[src/rtl/lpmon_pkg.sv]
package lpmon_pkg;
  typedef enum logic [1:0] {
    LS_BRIDGE = 2'b00,
    LS_HSRQ   = 2'b01,
    LS_LPRQ   = 2'b10,
    LS_STOP   = 2'b11
  } lp_state_t;

  typedef enum logic [3:0] {
    SQ_WAIT, SQ_IDLE,
    SQ_HRQ, SQ_HRQ_OK, SQ_HBR, SQ_HACT,
    SQ_ERQ, SQ_ERQ_OK, SQ_EBR, SQ_EACT
  } seq_state_t;
endpackage

[src/rtl/lpmon_filter.sv]
module lpmon_filter import lpmon_pkg::*; #(
  parameter int GW = 4
) (
  input  logic          clk,
  input  logic          rst,
  input  logic [1:0]    raw,
  input  logic [GW-1:0] glitch_len,
  output lp_state_t     filt,
  output logic          upd,
  output logic          chg
);
  localparam int RW = GW + 1;
  localparam logic [RW-1:0] RMAX = '1;

  logic [1:0]    prev;
  logic [RW-1:0] run, run_n;

  always_comb begin
    if (raw == prev) run_n = (run == RMAX) ? run : run + 1'b1;
    else             run_n = RW'(1);
    upd = (lp_state_t'(raw) != filt) && (run_n > {1'b0, glitch_len});
  end

  always_ff @(posedge clk) begin
    if (rst) begin
      prev <= 2'b11;
      run  <= '0;
      filt <= LS_STOP;
      chg  <= 1'b0;
    end else begin
      prev <= raw;
      run  <= run_n;
      chg  <= upd;
      if (upd) filt <= lp_state_t'(raw);
    end
  end


  chg_means_new_level_chk: assert property (@(posedge clk) disable iff (rst)
    chg |-> (filt != $past(filt)));

  level_steady_chk: assert property (@(posedge clk) disable iff (rst)
    !chg |-> $stable(filt));
endmodule

[src/rtl/lpmon_dwell.sv]
module lpmon_dwell #(
  parameter int TLPX_CYC = 5
) (
  input  logic clk,
  input  logic rst,
  input  logic upd,
  output logic conf
);
  localparam int DW = $clog2(TLPX_CYC + 1);
  localparam logic [DW-1:0] LAST = DW'(TLPX_CYC - 1);
  localparam logic [DW-1:0] SAT  = DW'(TLPX_CYC);

  logic [DW-1:0] dwell;

  always_ff @(posedge clk) begin
    if (rst)               dwell <= '0;
    else if (upd)          dwell <= '0;
    else if (dwell != SAT) dwell <= dwell + 1'b1;
  end

  assign conf = (dwell == LAST);


  conf_once_chk: assert property (@(posedge clk) disable iff (rst)
    conf |=> !conf);
endmodule

[src/rtl/lpmon_seq.sv]
module lpmon_seq import lpmon_pkg::*; (
  input  logic      clk,
  input  logic      rst,
  input  lp_state_t filt,
  input  logic      chg,
  input  logic      conf,
  output logic      hs_start,
  output logic      esc_start,
  output logic      stop_pulse,
  output logic      seq_err
);
  seq_state_t st, nxt;
  logic hs_n, esc_n, stop_n, err_n;

  always_comb begin
    nxt    = st;
    hs_n   = 1'b0;
    esc_n  = 1'b0;
    stop_n = 1'b0;
    err_n  = seq_err;
    unique case (st)
      SQ_WAIT, SQ_HACT, SQ_EACT:
        if (conf && filt == LS_STOP) begin
          nxt = SQ_IDLE; stop_n = 1'b1; err_n = 1'b0;
        end
      SQ_IDLE:
        if (chg) begin
          if (filt == LS_HSRQ)      nxt = SQ_HRQ;
          else if (filt == LS_LPRQ) nxt = SQ_ERQ;
          else begin nxt = SQ_WAIT; err_n = 1'b1; end
        end
      SQ_HRQ, SQ_ERQ:
        if (conf)     nxt = (st == SQ_HRQ) ? SQ_HRQ_OK : SQ_ERQ_OK;
        else if (chg) begin nxt = SQ_WAIT; err_n = 1'b1; end
      SQ_HRQ_OK, SQ_ERQ_OK:
        if (chg) begin
          if (filt == LS_BRIDGE) nxt = (st == SQ_HRQ_OK) ? SQ_HBR : SQ_EBR;
          else begin nxt = SQ_WAIT; err_n = 1'b1; end
        end
      SQ_HBR, SQ_EBR:
        if (conf) begin
          if (st == SQ_HBR) begin nxt = SQ_HACT; hs_n  = 1'b1; end
          else              begin nxt = SQ_EACT; esc_n = 1'b1; end
        end else if (chg) begin
          nxt = SQ_WAIT; err_n = 1'b1;
        end
      default: nxt = SQ_WAIT;
    endcase
  end

  always_ff @(posedge clk) begin
    if (rst) begin
      st <= SQ_WAIT;
      hs_start <= 1'b0; esc_start <= 1'b0; stop_pulse <= 1'b0; seq_err <= 1'b0;
    end else begin
      st <= nxt;
      hs_start <= hs_n; esc_start <= esc_n; stop_pulse <= stop_n; seq_err <= err_n;
    end
  end


  pulses_exclusive_chk: assert property (@(posedge clk) disable iff (rst)
    $onehot0({hs_start, esc_start, stop_pulse}));

  hs_single_chk: assert property (@(posedge clk) disable iff (rst)
    hs_start |=> !hs_start);

  hs_after_bridge_chk: assert property (@(posedge clk) disable iff (rst)
    hs_start |-> ($past(filt) == LS_BRIDGE));

  esc_after_bridge_chk: assert property (@(posedge clk) disable iff (rst)
    esc_start |-> ($past(filt) == LS_BRIDGE));

  err_clears_on_stop_chk: assert property (@(posedge clk) disable iff (rst)
    $fell(seq_err) |-> stop_pulse);

  stop_after_idle_level_chk: assert property (@(posedge clk) disable iff (rst)
    stop_pulse |-> ($past(filt) == LS_STOP));

  conf_chg_apart_chk: assert property (@(posedge clk) disable iff (rst)
    !(conf && chg));
endmodule

[src/rtl/lp_lane_monitor.sv]
module lp_lane_monitor import lpmon_pkg::*; #(
  parameter int TLPX_CYC = 5,
  parameter int GW       = 4
) (
  input  logic          clk,
  input  logic          rst,
  input  logic          lp_p,
  input  logic          lp_n,
  input  logic [GW-1:0] glitch_len,
  output logic [1:0]    line_state,
  output logic          hs_start,
  output logic          esc_start,
  output logic          stop_pulse,
  output logic          seq_err
);
  lp_state_t filt;
  logic upd, chg, conf;

  lpmon_filter #(.GW(GW)) u_filt (
    .clk(clk), .rst(rst), .raw({lp_p, lp_n}), .glitch_len(glitch_len),
    .filt(filt), .upd(upd), .chg(chg)
  );

  lpmon_dwell #(.TLPX_CYC(TLPX_CYC)) u_dwell (
    .clk(clk), .rst(rst), .upd(upd), .conf(conf)
  );

  lpmon_seq u_seq (
    .clk(clk), .rst(rst), .filt(filt), .chg(chg), .conf(conf),
    .hs_start(hs_start), .esc_start(esc_start),
    .stop_pulse(stop_pulse), .seq_err(seq_err)
  );

  assign line_state = filt;


  reset_idle_chk: assert property (@(posedge clk)
    $past(rst) |-> (line_state == 2'b11 && !seq_err && !hs_start && !esc_start));
endmodule

[config.mk]
export PLATFORM = sky130hd
export DESIGN_NAME = lp_lane_monitor
export DESIGN_NICKNAME = d
export VERILOG_FILES = /design/src/rtl/lpmon_pkg.sv /design/src/rtl/lpmon_filter.sv /design/src/rtl/lpmon_dwell.sv /design/src/rtl/lpmon_seq.sv /design/src/rtl/lp_lane_monitor.sv
export SDC_FILE = /design/constraint.sdc
export NUM_CORES = 1
export LEC_CHECK = 0
export ABC_CLOCK_PERIOD_IN_PS = 2600
export BUFFER_PORTS_ARGS = -buffer_cell sky130_fd_sc_hd__buf_2
export CAP_MARGIN = 20
export CORE_MARGIN = 2
export CORE_UTILIZATION = 25
export CTS_BUF_LIST = sky130_fd_sc_hd__clkbuf_2 sky130_fd_sc_hd__clkbuf_4 sky130_fd_sc_hd__clkbuf_8
export DETAILED_ROUTE_END_ITERATION = 16
export PLACE_DENSITY = 0.49
export SLEW_MARGIN = 10
export SYNTH_ARGS = -nofsm -noshare
export SYNTH_HDL_FRONTEND = slang
export SYNTH_SLANG_ARGS = --single-unit
[constraint.sdc]
create_clock -name clk -period 2.6 [get_ports clk]
set_input_delay 0.65 -clock clk [delete_from_list [all_inputs] [get_ports clk]]
set_output_delay 0.65 -clock clk [all_outputs]
set_load 0.05 [all_outputs]
**Yosys cells after proc, flatten, opt, wreduce, memory -nomap -nowiden**

Index checks and enable logic that the tools add are counted.

- Order comparisons: 1
- Multiplexer cells: 27
- Reductions and logical operators: 15
- Equality and inequality tests: 25
- Add/sub/neg operators: 2
- Bitwise logic cells: 3

Operators by type and width:

| operator | count |
|---|---|
| $mux 4 | 10 |
| $pmux 4 s5 | 1 |
| $eq 4x3->1 const B | 4 |
| $ne 2x2->1 const B | 6 |
| $mux 1 | 11 |
| $mux 5 | 2 |
| $reduce_or 2->1 | 5 |
| $reduce_and 9->1 | 1 |
| $eq 4x2->1 const B | 2 |
| $eq 4x4->1 const B | 2 |
| $mux 3 | 2 |
| $reduce_or 3->1 | 2 |
| $add 5x1->5 const B | 1 |
| $eq 5x5->1 const B | 1 |
| $gt 5x4->1 | 1 |
| $eq 2x2->1 const B | 2 |
| $eq 4x1->1 const B | 1 |
| $logic_not 4->1 | 1 |
| $ne 2x1->1 const B | 2 |
| $pmux 1 s4 | 1 |
| $reduce_bool 4->1 | 1 |
| $reduce_or 4->1 | 1 |
| $add 3x1->3 const B | 1 |
| $eq 3x3->1 const B | 1 |
| 8 further kinds | 11 |

- Output and inout bits: 6
- Bits in registers: 21
- Logic and storage cells: 83

**Depth between registers and ports, before layout**

Gate-level depths: netlist of the first run.

- Depth after elaboration: 6
- Depth in mapped cells: 10

**Cells and area by module**

From an unflattened synthesis of the first run, not the netlist that was laid out.

- Cells, all modules: 151
- Area total of the unflattened synthesis: 1,298.7 µm²

By module, submodules not included:

| module | cells an instance | area each (µm²) | instances |
|---|---|---|---|
| lpmon_seq | 76 | 598.1 | 1 |
| lpmon_filter | 57 | 520.5 | 1 |
| lpmon_dwell | 18 | 180.2 | 1 |

**Worst setup path before layout of the first run**

Ideal clock, no wire load.

- Path kind: input -> register
- From: input port lp_n
- To: register u_dwell.dwell[2]
- Path slack: 0.529 ns
- Buffers on the path: 0
- Setup time: 0.080 ns
- Arrival time: 1.991 ns
- Stages on the path: 9
- Data required time: 2.520 ns
- Cell sequence: xnor2_1 > nand2_1 > nor2_1 > ha_1 > nor2b_1 > o211ai_1 > a21oi_1 > o22ai_2 > nor3b_1

- Longest elaborated chain between the ends: 5
- Elaborated cells between the ends (all ways): 6
- Those cells by class: 1 x order compare; 2 x eq/ne; 1 x mux; 2 x reduce/logical

Ends and longest elaborated chain:

| element | line | source |
|---|---|---|
| from (decl) | lp_lane_monitor.sv:8 | `input logic lp_n,` |
| $eq 2x2->1 | lpmon_filter.sv:19 | `if (raw == prev) run_n = (run == RMAX) ? run : run + 1'b1;` |
| $mux 5 | lpmon_filter.sv:19 |  |
| named net u_filt.run_n[1] | lpmon_filter.sv:16 | `logic [RW-1:0] run, run_n;` |
| $gt 5x4->1 | lpmon_filter.sv:21 | `upd = (lp_state_t'(raw) != filt) && (run_n > {1'b0, glitch_len});` |
| $logic_and 1x1->1 | lpmon_filter.sv:21 |  |
| $reduce_or 2->1 (no line) | - |  |
| to (signal assigned) | lpmon_dwell.sv:18 | `else if (dwell != SAT) dwell <= dwell + 1'b1;` |
| to (decl) | lpmon_dwell.sv:13 | `logic [DW-1:0] dwell;` |

The timed path passes the listed nets, and every way through them passes these cells.
A chain may end at the register's enable or synchronous reset.

**Worst setup path in the final report of the first run**

- From: register u_filt.run[0]
- To: register u_dwell.dwell[2]

- Longest elaborated chain between the ends: 6
- Elaborated cells between the ends (all ways): 7
- Those cells by class: 1 x add/sub; 1 x order compare; 1 x eq/ne; 2 x mux; 2 x reduce/logical

Ends and longest elaborated chain:

| element | line | source |
|---|---|---|
| from (decl) | lpmon_filter.sv:16 |  |
| from (signal assigned) | lpmon_filter.sv:32 | `run <= run_n;` |
| $add 5x1->5 or $eq 5x5->1 (tied branches) | lpmon_filter.sv:19 |  |
| $mux 5 * (2 in series) | lpmon_filter.sv:19 |  |
| named net u_filt.run_n[1] | lpmon_filter.sv:16 |  |
| $gt 5x4->1 * | lpmon_filter.sv:21 |  |
| $logic_and 1x1->1 * | lpmon_filter.sv:21 |  |
| $reduce_or 2->1 (no line) * | - |  |

Mark *: on every way through the listed nets, which the timed path passes. The rest lies on a longest branch.

==> impl_metrics.toml, run 1 <==
[status]
outcome = "finished, final reports clean"

[synth]
yosys_warnings = 0
ys.flop_type = "dfxtp_1"
synth-seq-cells = 21
syn_area_per_cell_um2 = 8.733
synthAdderAreaFrac = 0.1146
synth_async_sr_flop_share = 0
synthMuxAreaShare = 0.03152
synth_compound_area_frac = 0.1862
postSynthCellCount = 150
syn_nets = 170
synth.distinct_cells = 45
seq_area_frac_synth = 0.3209
synth-simple-area-share = 0.2159
synth_edf_count = 0
yosys.area_share.xor_xnor = 0.06686
syn_area_um2 = 1310
synth_top_family_by_area = "simple AND/OR/NAND/NOR gates"

[floorplanning]
die_h_um = 76.39
die_w_um = 76.39
die_area_um2 = 5835
core_area_um2 = 5075
ios = 14
start_util = 0.2581
row_count = 26

[worst_setup_path]
reg2regPathDepth = 10
cp_data_arrival_time_ps = 2530
regToRegStartpoint = "u_filt.run[0]$_SDFF_PP0_"
cp-end-kind = "flop"
reg2reg_to = "u_dwell.dwell[2]$_SDFFE_PP0P_"
path_max_fanout = 6
rrSetupSlack_ps = 260
crit_path_start_kind = "flop"
cp.required_ps = 2790
path_class = "reg -> reg"

[place]
placement.cell_area_um2 = 1416
post-dp-hpwl_mm = 1.853
port_buffers = 13
globalplace.congestion = 0.8076
dp_slack_ps = 183.8

[timing]
tightestPinTransition_ps = 517.7
finalHoldViolations = 0
period_share = 0.9001
finClkSkew_ps = 1.701
finalSetupViolations = 0
fmaxAchievable_mhz = 427.3
hold_ws_ps = 484.3
max_slew_margin = 0.6544
fin_ws_ps = 259.8
fin_crit_ps = 2340
slew_violations = 0

[detailed_routing]
routed_via_density = 4.509
drt_iter0_drc = 107
drc = 0
routedWlPerCell_um = 11.08
via_count = 1046
routed_wl_mm = 2.570
antenna_left = 0
first_pass_iters = 4

[global_route]
first_global_vias = 999
overflow = 0
use_met2 = 0.1522
antenna_found_initial = 0
busiest_layer = "met2"
grt_first_pass_wirelength_mm = 4.519
globalRouteMet3Util = 0.02844
grt_use_total = 0.09486
use_met1 = 0.1210
grt_start_max_net_pins = 23

[layout]
fillers = 574
nNetsFinal = 183
area_growth_pct = 12.80
diodes = 0
final_area_um2 = 1478
drive_above_1_share = 0.1667

[pwr]
p_switching_uw = 236.0
powerDensity_nw_per_um2 = 511.6
p_comb_frac = 0.227
p_leak_nw = 0.6305
intPower_uw = 520.0
clockPowerShare = 0.288
swShare = 0.3122
total_power_uw = 756.0
peakVddDrop_uv = 243.9
pwr-share-seq = 0.485

[cts]
cts_buffer_depth = 2
clk_pin_slew_ps = 80
ctsResizeCount = 0
cts_sinks = 21
cts_root_buf = "clkbuf_8"
cts_made_buffers = 3
cts_tree = "done"
hold_buffers = 0
insertion_delay_ps = 260
cts_max_level = 1

[worst_hold_path]
min_delay_path_depth = 2
hp-class = "reg -> reg"
min_to = "u_seq.seq_err$_SDFFE_PP0P_"
hold_start = "u_seq.seq_err$_SDFFE_PP0P_"

[flow_run]
maxCapViolCount = 0
what timing repair did:
item / in CTS / in global routing
endpoints found under the hold margin: 0 / 0
setup endpoints to repair: 0 / 2
setup buffers: 0 / 2
sequential cells by signal (all words and copies together) (netlist names):
signal and count:
u_dwell.dwell 3, u_seq.hs_start 1, u_filt.run 5, u_seq.esc_start 1, u_seq.stop_pulse 1, u_filt.chg 1, u_filt.filt 2, u_filt.prev 2
u_seq.st 4, u_seq.seq_err 1
cell usage after synthesis (2+ instances only):
library cell | instances | area share
xnor2_1 | 4 | 0.027
xor2_1 | 6 | 0.040
mux2i_1 | 3 | 0.023
o211ai_1 | 2 | 0.011
nor2b_1 | 8 | 0.038
and2b_1 | 2 | 0.011
o211ai_2 | 2 | 0.019
o21ai_1 | 2 | 0.0076
nand3b_1 | 2 | 0.011
nand2_1 | 9 | 0.026
a21oi_1 | 10 | 0.038
buf_4 | 3 | 0.017
nor2_1 | 14 | 0.040
dfxtp_1 | 21 | 0.32
ha_1 | 12 | 0.11
a31oi_1 | 2 | 0.0095
nand3_1 | 4 | 0.015
a211oi_1 | 2 | 0.011
inv_1 | 10 | 0.029
nand2b_1 | 2 | 0.0095
nor3_1 | 4 | 0.015
o21ai_0 | 2 | 0.0076
o31ai_1 | 2 | 0.011
per-stage QoR:
| step | cells | setup TNS (ps) | utilization |
|---|---|---|---|
| after detailed placement | 226 | 0 | 0.2791 |
| after CTS | 230 | 0 | 0.2882 |
| after global placement | 226 | 0 | 0.2791 |
| after global routing | 232 | -20.48 | 0.2912 |
| after floorplan | 150 | 0 | - |
| final | 232 | 0 | 0.2912 |
worst max path at each step:
stage / slack (ps) / startpoint / cells after the start / end
after CTS: 240 / u_filt.run[0]$_SDFF_PP0_ / 10 / u_dwell.dwell[2]$_SDFFE_PP0P_
after floorplan: 530 / lp_n / 9 / u_dwell.dwell[2]$_SDFFE_PP0P_
after global routing: -10 / u_filt.run[0]$_SDFF_PP0_ / 10 / u_filt.filt[0]$_SDFFE_PP1P_
after detailed placement: 180 / lp_n / 10 / u_filt.filt[0]$_SDFFE_PP1P_
final: 260 / u_filt.run[0]$_SDFF_PP0_ / 10 / u_dwell.dwell[2]$_SDFFE_PP0P_
after global placement: 230 / lp_n / 10 / u_filt.filt[1]$_SDFFE_PP1P_
cell usage in the layout, fill, tap and decap left out, types with 2 or more instances in the layout:
| cell | instances |
|---|---|
| o211ai_2 | 2 |
| clkbuf_8 | 3 |
| buf_2 | 13 |
| nand3_1 | 4 |
| xor2_1 | 6 |
| nand2b_1 | 2 |
| nand3b_1 | 2 |
| nand2_1 | 9 |
| o21ai_1 | 2 |
| a211oi_1 | 2 |
| dfxtp_1 | 21 |
| a21oi_1 | 10 |
| nor2b_1 | 8 |
| a31oi_1 | 2 |
| buf_4 | 2 |
| ha_1 | 12 |
| and2b_1 | 2 |
| mux2i_1 | 3 |
| nor3_1 | 4 |
| xnor2_1 | 4 |
| o211ai_1 | 2 |
| o21ai_0 | 2 |
| nor2_1 | 14 |
| o31ai_1 | 2 |
| inv_1 | 10 |
layout make-up:
class | instances | area, µm² | share of cell area
Inverter | 10 | 37.54 | 0.02540
Clock buffer | 3 | 41.29 | 0.02794
Clock inverter | 1 | 5.005 | 0.003387
Tap cell | 70 | 87.58 | 0.05927
Multi-Input combinational cell | 112 | 805.8 | 0.5453
Timing Repair Buffer | 15 | 80.08 | 0.05419
Sequential cell | 21 | 420.4 | 0.2845
cell families (layout without fill, tap and decap cells):
family / Yosys count / after routing
buffers and inverters: 17 / 29
adders and majority gates: 12 / 12
DFF: 21 / 21
muxes: 4 / 4
and+or+nand+nor: 53 / 53
xor gates and xnor gates: 10 / 10
AOI/OAI and AO/OA: 33 / 33
metal layers:
layer	up-vias	wire length [µm]
met5	-	0
met4	0	29
met3	2	93
met2	16	1100
met1	481	1346
li1	547	-
power groups by stage:
stage / Clock [mW] / Combinational, mW / Sequential, mW
5_1_grt: 0.239 / 0.197 / 0.370
3_3_place_gp: 0 / 0.176 / 0.375
3_5_place_dp: 0 / 0.172 / 0.374
6_report: 0.217 / 0.172 / 0.367
2_1_floorplan: 0 / 0.143 / 0.366
4_1_cts: 0.228 / 0.173 / 0.366
critical path, cell delays in order (launching register included):
cell	delay, ps
dfxtp_1	380
ha_1	230
nand4_1	210
mux2i_1	250
nor2_1	60
ha_1	280
nor2b_1	130
o211ai_1	150
a21oi_1	100
o22ai_2	270
nor3b_1	210
Note: power is estimated with default switching activity, not from simulation.
==> inputs of run 2 (changes only) <==
- ABC_AREA: default -> 1
- CAP_MARGIN: 20 -> default
- CORE_UTILIZATION: 25 -> 50
- PLACE_DENSITY: 0.49 -> 0.77
==> run 2 against run 1 <==
Against the previous run:
- global-route usage rose by 8.0 points
- largest power group unchanged
- sequential share of layout area rose by 0.59 points
- critical path type unchanged
- via count rose by 14%
- synthesized cell count rose by 28%
==> impl_metrics.toml, run 2 <==
[synth]
synth_area_leader_cell = "dfxtp_1"
synth-seq-cells = 21
synth_async_sr_flop_share = 0
postSynthCellCount = 192
synth_edf_count = 0
ys.flop_type = "dfxtp_1"
synthTopCellsByCount = "nand2_1, nor2_1, inv_1"
yosys_warnings = 0
synth.distinct_cells = 27
syn_area_um2 = 1341
post-synth-top-count-cell = "nand2_1"
seq_area_frac_synth = 0.3134
synth_top_area_share = 0.3134
synth_area_leaders = "dfxtp_1, nand2_1, ha_1, nor2_1, inv_1"
syn_area_per_cell_um2 = 6.986
syn_nets = 212

[worst_hold_path]
hold_start = "u_seq.seq_err$_SDFFE_PP0P_"
min_to = "u_seq.seq_err$_SDFFE_PP0P_"
min_delay_path_depth = 2
hp-class = "reg -> reg"

[detailed_routing]
routed_via_density = 5.047
drc = 0
drt_iter0_drc = 29
first_pass_iters = 4
antenna_left = 0
routedWlPerCell_um = 10.83
via_count = 1191
routed_wl_mm = 2.556

[pwr]
p_leak_nw = 0.7101
intPower_uw = 499.6
swShare = 0.3888
p_comb_frac = 0.345
powerDensity_nw_per_um2 = 564.7
p_switching_uw = 317.8
total_power_uw = 817.4
peakVddDrop_uv = 372.4
clockPowerShare = 0.200
pwr-share-seq = 0.456

[timing]
finClkSkew_ps = 4.281
fmaxAchievable_mhz = 433.4
finalSetupViolations = 0
max_slew_margin = 0.7835
hold_ws_ps = 504.4
period_share = 0.8873
setup_tns_ps = 0
rsz0062_at_grt = "false"
fin_crit_ps = 2307
tightestPinTransition_ps = 324.3
finalHoldViolations = 0
slew_violations = 0

[floorplanning]
row_count = 18
ios = 14
core_area_um2 = 2500
die_w_um = 55.80
die_h_um = 55.80
start_util = 0.5365
die_area_um2 = 3113

[layout]
top_regs = "u_filt.run (5), u_seq.st (4), u_dwell.dwell (3)"
largest_register_ffs = 5
final_util = 0.5791
drive_above_1_share = 0.1990
registers.top_by_ff_count = "u_filt.run"
fillers = 253
final_cell_mix = "nand2_1, nor2_1, inv_1, dfxtp_1, buf_2"
nNetsFinal = 227
diodes = 0
layout_commonest_cell = "nand2_1"
area_growth_pct = 7.929

[cts]
cts_max_level = 1
cts_made_buffers = 3
cts_tree = "done"
clk_pin_slew_ps = 120
cts_root_buf = "clkbuf_4"
cts_sinks = 21
cts_buffer_depth = 2
insertion_delay_ps = 310

[status]
outcome = "finished, final reports clean"

[worst_setup_path]
path_class = "reg -> reg"
cp_slowest_cell = "dfxtp_1"
crit_path_start_kind = "flop"
slowest_delay_ps = 400
regToRegStartpoint = "u_filt.run[0]$_SDFF_PP0_"
reg2reg_to = "u_filt.filt[0]$_SDFFE_PP1P_"
cp_data_arrival_time_ps = 2500
path_max_fanout = 4
cp-end-kind = "flop"
crit_top_cell = "nand2_1"
cp.required_ps = 2790
crit_chain = "ha_1 > nand2_1 > nor2_1 > nand2_1 > o21ai_0 > a21oi_1 > ha_1 > a21oi_1 > o21ai_0 > o21ai_0 > nand2_1 > nand2_2 > nand2_1 > nand3_1"
rrSetupSlack_ps = 290
reg2regPathDepth = 14

[global_route]
antenna_found_initial = 0
grt_start_max_net_pins = 13
first_global_vias = 1046
overflow = 0
grt_use_total = 0.1750
grt_first_pass_wirelength_mm = 4.464

[place]
globalplace.congestion = 0.8769
port_buffers = 13
post-dp-hpwl_mm = 2.078

[flow_run]
maxCapViolCount = 0
run 2: cell families after synthesis:
kind of cell,share of synthesized area
AO/OA/AOI/OAI,0.1325
buffers and inverters,0.09608
XOR/XNOR,0.01959
AND/OR/NAND/NOR,0.3265
flip-flops,0.3134
adder cells (fa/ha/maj),0.1119
run 2: through the flow:
step                setup WS, ps  cells  cell area [µm²]
detailed placement         17.51    232             1420
global placement           143.4    232             1420
floorplan                  399.3    192             1341
CTS                        292.3    236             1448
global route               55.04    236             1448
finish                     292.9    236             1448
run 2: worst max-delay path, delay by kind of cell (launching register included):
kind | cells | cell delay, ps
compound gates | 5 | 630
flops | 1 | 400
simple gates | 7 | 660
fa+ha+maj | 2 | 480
run 2: metal layers:
metal,vias up,global-route usage,share of wire
met3,4,0.02093,0.045
met4,0,0.04181,0.0098
met1,519,0.2313,0.48
met5,-,0,0
met2,33,0.3027,0.46
li1,635,-,-
run 2: how the worst max path moves through the flow:
stage               cells after the start  slack, ps                             to                      from
floorplan                              12        400  u_dwell.dwell[0]$_SDFFE_PP0P_                      lp_p
global placement                       13        140  u_dwell.dwell[2]$_SDFFE_PP0P_                      lp_p
detailed placement                     13         20  u_dwell.dwell[1]$_SDFFE_PP0P_                      lp_p
CTS                                    14        290    u_filt.filt[0]$_SDFFE_PP1P_  u_filt.run[0]$_SDFF_PP0_
global route                           14         60  u_dwell.dwell[1]$_SDFFE_PP0P_  u_filt.run[0]$_SDFF_PP0_
finish                                 14        290    u_filt.filt[0]$_SDFFE_PP1P_  u_filt.run[0]$_SDFF_PP0_
run 2: area by class of cell:
cell class | instances | area (µm²) | share of cell area
multi-input cells | 140 | 792.0 | 0.5471
repair buffers | 13 | 65.06 | 0.04494
clock buffers | 3 | 22.52 | 0.01556
inverters | 28 | 105.1 | 0.07260
flip-flops and latches | 21 | 420.4 | 0.2904
clock inverters | 1 | 5.005 | 0.003457
well taps | 30 | 37.54 | 0.02593
run 2: repair_timing:
item,in CTS,in global routing
hold buffers,0,0
buffers inserted,0,0
gates resized for setup,0,1
endpoints found under the setup margin,0,3
run 2: power by group through the flow:
stage,Clock [mW],Sequential [mW],Combinational (mW)
6_report,0.163,0.372,0.282
5_1_grt,0.176,0.377,0.314
4_1_cts,0.168,0.372,0.282
3_5_place_dp,0,0.380,0.281
3_3_place_gp,0,0.378,0.275
2_1_floorplan,0,0.405,0.197
==> inputs of run 3 (changes only) <==
- CAP_MARGIN: default -> 20
- PLACE_DENSITY: 0.77 -> 0.78
==> run 3 against run 2 <==
Against the previous run:
- worst setup slack improved by 69 ps
- register-to-register slack improved by 70 ps
- die area unchanged
- critical path depth unchanged
- sequential power about the same
- utilization increased by 0.10 points
- final cell count unchanged
- worst hold slack got worse by 6.0 ps
==> impl_metrics.toml, run 3 (synthesized netlist as in run 2, its figures left out) <==
[cts]
cts_made_buffers = 3
clk_pin_slew_ps = 110
cts_sinks = 21
cts_tree = "done"
cts_buffer_depth = 2
cts_root_buf = "clkbuf_4"
insertion_delay_ps = 300
hold_buffers = 0
cts_max_level = 1

[layout]
seqCellArea_um2 = 420.4
fillers = 235
multi_input_area_um2 = 792.0
largest_register_ffs = 5
nNetsFinal = 227
top_regs = "u_filt.run (5), u_seq.st (4), u_dwell.dwell (3)"
registers.top_by_ff_count = "u_filt.run"
diodes = 0
drive_above_1_share = 0.1990
final_area_um2 = 1450
area_growth_pct = 8.116
final_cell_mix = "nand2_1, nor2_1, inv_1, dfxtp_1, buf_2"
layout_commonest_cell = "nand2_1"

[worst_setup_path]
slowest_delay_ps = 390
endpoint = "u_dwell.dwell[2]$_SDFFE_PP0P_"
path_max_fanout = 4
crit_chain = "ha_1 > nand2_1 > nor2_1 > nand2_1 > o21ai_0 > a21oi_1 > ha_1 > a21oi_1 > o21ai_0 > o21ai_0 > nand2_1 > nand2_2 > nand2_1 > nor2_1"
reg2reg_to = "u_dwell.dwell[2]$_SDFFE_PP0P_"
cp_num_cells = 14
cpLargestDelayFamily = "simple AND/OR/NAND/NOR gates"
crit_path_start_kind = "flop"
cp_data_arrival_time_ps = 2480
rrSetupSlack_ps = 360
cp-end-kind = "flop"
path_class = "reg -> reg"
cp_slowest_cell = "dfxtp_1"
critPathBufInv = 0
cp.required_ps = 2840
crit_top_cell = "nand2_1"
reg2regPathDepth = 14
regToRegStartpoint = "u_filt.run[0]$_SDFF_PP0_"
cp-startpoint = "u_filt.run[0]$_SDFF_PP0_"

[timing]
finalHoldViolations = 0
fmaxAchievable_mhz = 446.8
finClkSkew_ps = 1.249
period_share = 0.8608
fin_ws_ps = 362.0
finalSetupViolations = 0
rsz0062_at_grt = "false"
tightestPinTransition_ps = 346.8
max_slew_margin = 0.7685
slew_violations = 0
setup_tns_ps = 0
fin_crit_ps = 2238

[floorplanning]
core_area_um2 = 2500
ios = 14
start_util = 0.5365
die_area_um2 = 3113
die_h_um = 55.80
row_count = 18
die_w_um = 55.80

[place]
dp_slack_ps = 51.95
globalplace.congestion = 0.8528
post-dp-hpwl_mm = 1.849
port_buffers = 13
placement.cell_area_um2 = 1420

[worst_hold_path]
hp-class = "reg -> reg"

[detailed_routing]
drc = 0
drt_iter0_drc = 32
antenna_left = 0
routed_wl_mm = 2.320
routed_via_density = 4.979
via_count = 1175
first_pass_iters = 4
routedWlPerCell_um = 9.831

[global_route]
grt_use_total = 0.1658
grt_start_max_net_pins = 13
antenna_found_initial = 0
first_global_vias = 1040
grt_first_pass_wirelength_mm = 4.209
overflow = 0

[status]
outcome = "finished, final reports clean"

[pwr]
powerDensity_nw_per_um2 = 561.9
total_power_uw = 814.9
peakVddDrop_uv = 442.4
p_leak_nw = 0.7108

[flow_run]
maxCapViolCount = 0
[run 3: cell types whose count changed in the layout (fill, tap and decap cells not counted), sizes merged]
cell / before / now
clkbuf: 3 / 4
clkinv: 1 / 0
[run 3: how the worst min path moves through the flow]
stage                                           from                          to  slack, ps  cells past startpoint
after floorplan             u_filt.run[4]$_SDFF_PP0_    u_filt.run[4]$_SDFF_PP0_        480                      2
after global placement    u_seq.seq_err$_SDFFE_PP0P_  u_seq.seq_err$_SDFFE_PP0P_        460                      2
after detailed placement  u_seq.seq_err$_SDFFE_PP0P_  u_seq.seq_err$_SDFFE_PP0P_        480                      2
after CTS                 u_seq.seq_err$_SDFFE_PP0P_  u_seq.seq_err$_SDFFE_PP0P_        500                      2
after global routing      u_seq.seq_err$_SDFFE_PP0P_  u_seq.seq_err$_SDFFE_PP0P_        540                      2
final                     u_seq.seq_err$_SDFFE_PP0P_  u_seq.seq_err$_SDFFE_PP0P_        500                      2
[run 3: metal layers]
layer | wire length [µm] | global-route usage
met1 | 1122 | 0.2141
met2 | 1075 | 0.2772
met3 | 90 | 0.02326
met4 | 32 | 0.06620
met5 | 0 | 0
[run 3: area by class of cell]
cell class,count,area share
multi-input cells,140,0.5462
flip-flops and latches,21,0.2899
inverters,28,0.07248
repair buffers,13,0.04487
well taps,30,0.02588
clock buffers,4,0.02071
[run 3: worst register-to-register path, stage by stage, from the launching register on]
cell and delay, ps:
dfxtp_1 390, ha_1 180, nand2_1 70, nor2_1 140
nand2_1 120, o21ai_0 230, a21oi_1 70, ha_1 290
a21oi_1 150, o21ai_0 80, o21ai_0 70, nand2_1 110
nand2_2 110, nand2_1 90, nor2_1 100
[run 3: through the flow]
| stage | hold WS [ps] | util | std cells |
|---|---|---|---|
| 2_1_floorplan | 482.2 | - | 192 |
| 3_3_place_gp | 460.8 | 0.5681 | 232 |
| 3_5_place_dp | 484.7 | 0.5681 | 232 |
| 4_1_cts | 501.5 | 0.5801 | 236 |
| 5_1_grt | 544.1 | 0.5801 | 236 |
| 6_report | 498.4 | 0.5801 | 236 |
[run 3: timing repair]
action / CTS / global route
gates resized for setup: 0 / 1
setup endpoints to repair: 0 / 2
buffers inserted: 0 / 0
[run 3: power breakdown]
group	internal, mW	switching [mW]
registers	0.347	0.0241
clock network	0.0702	0.0969
logic	0.0948	0.182
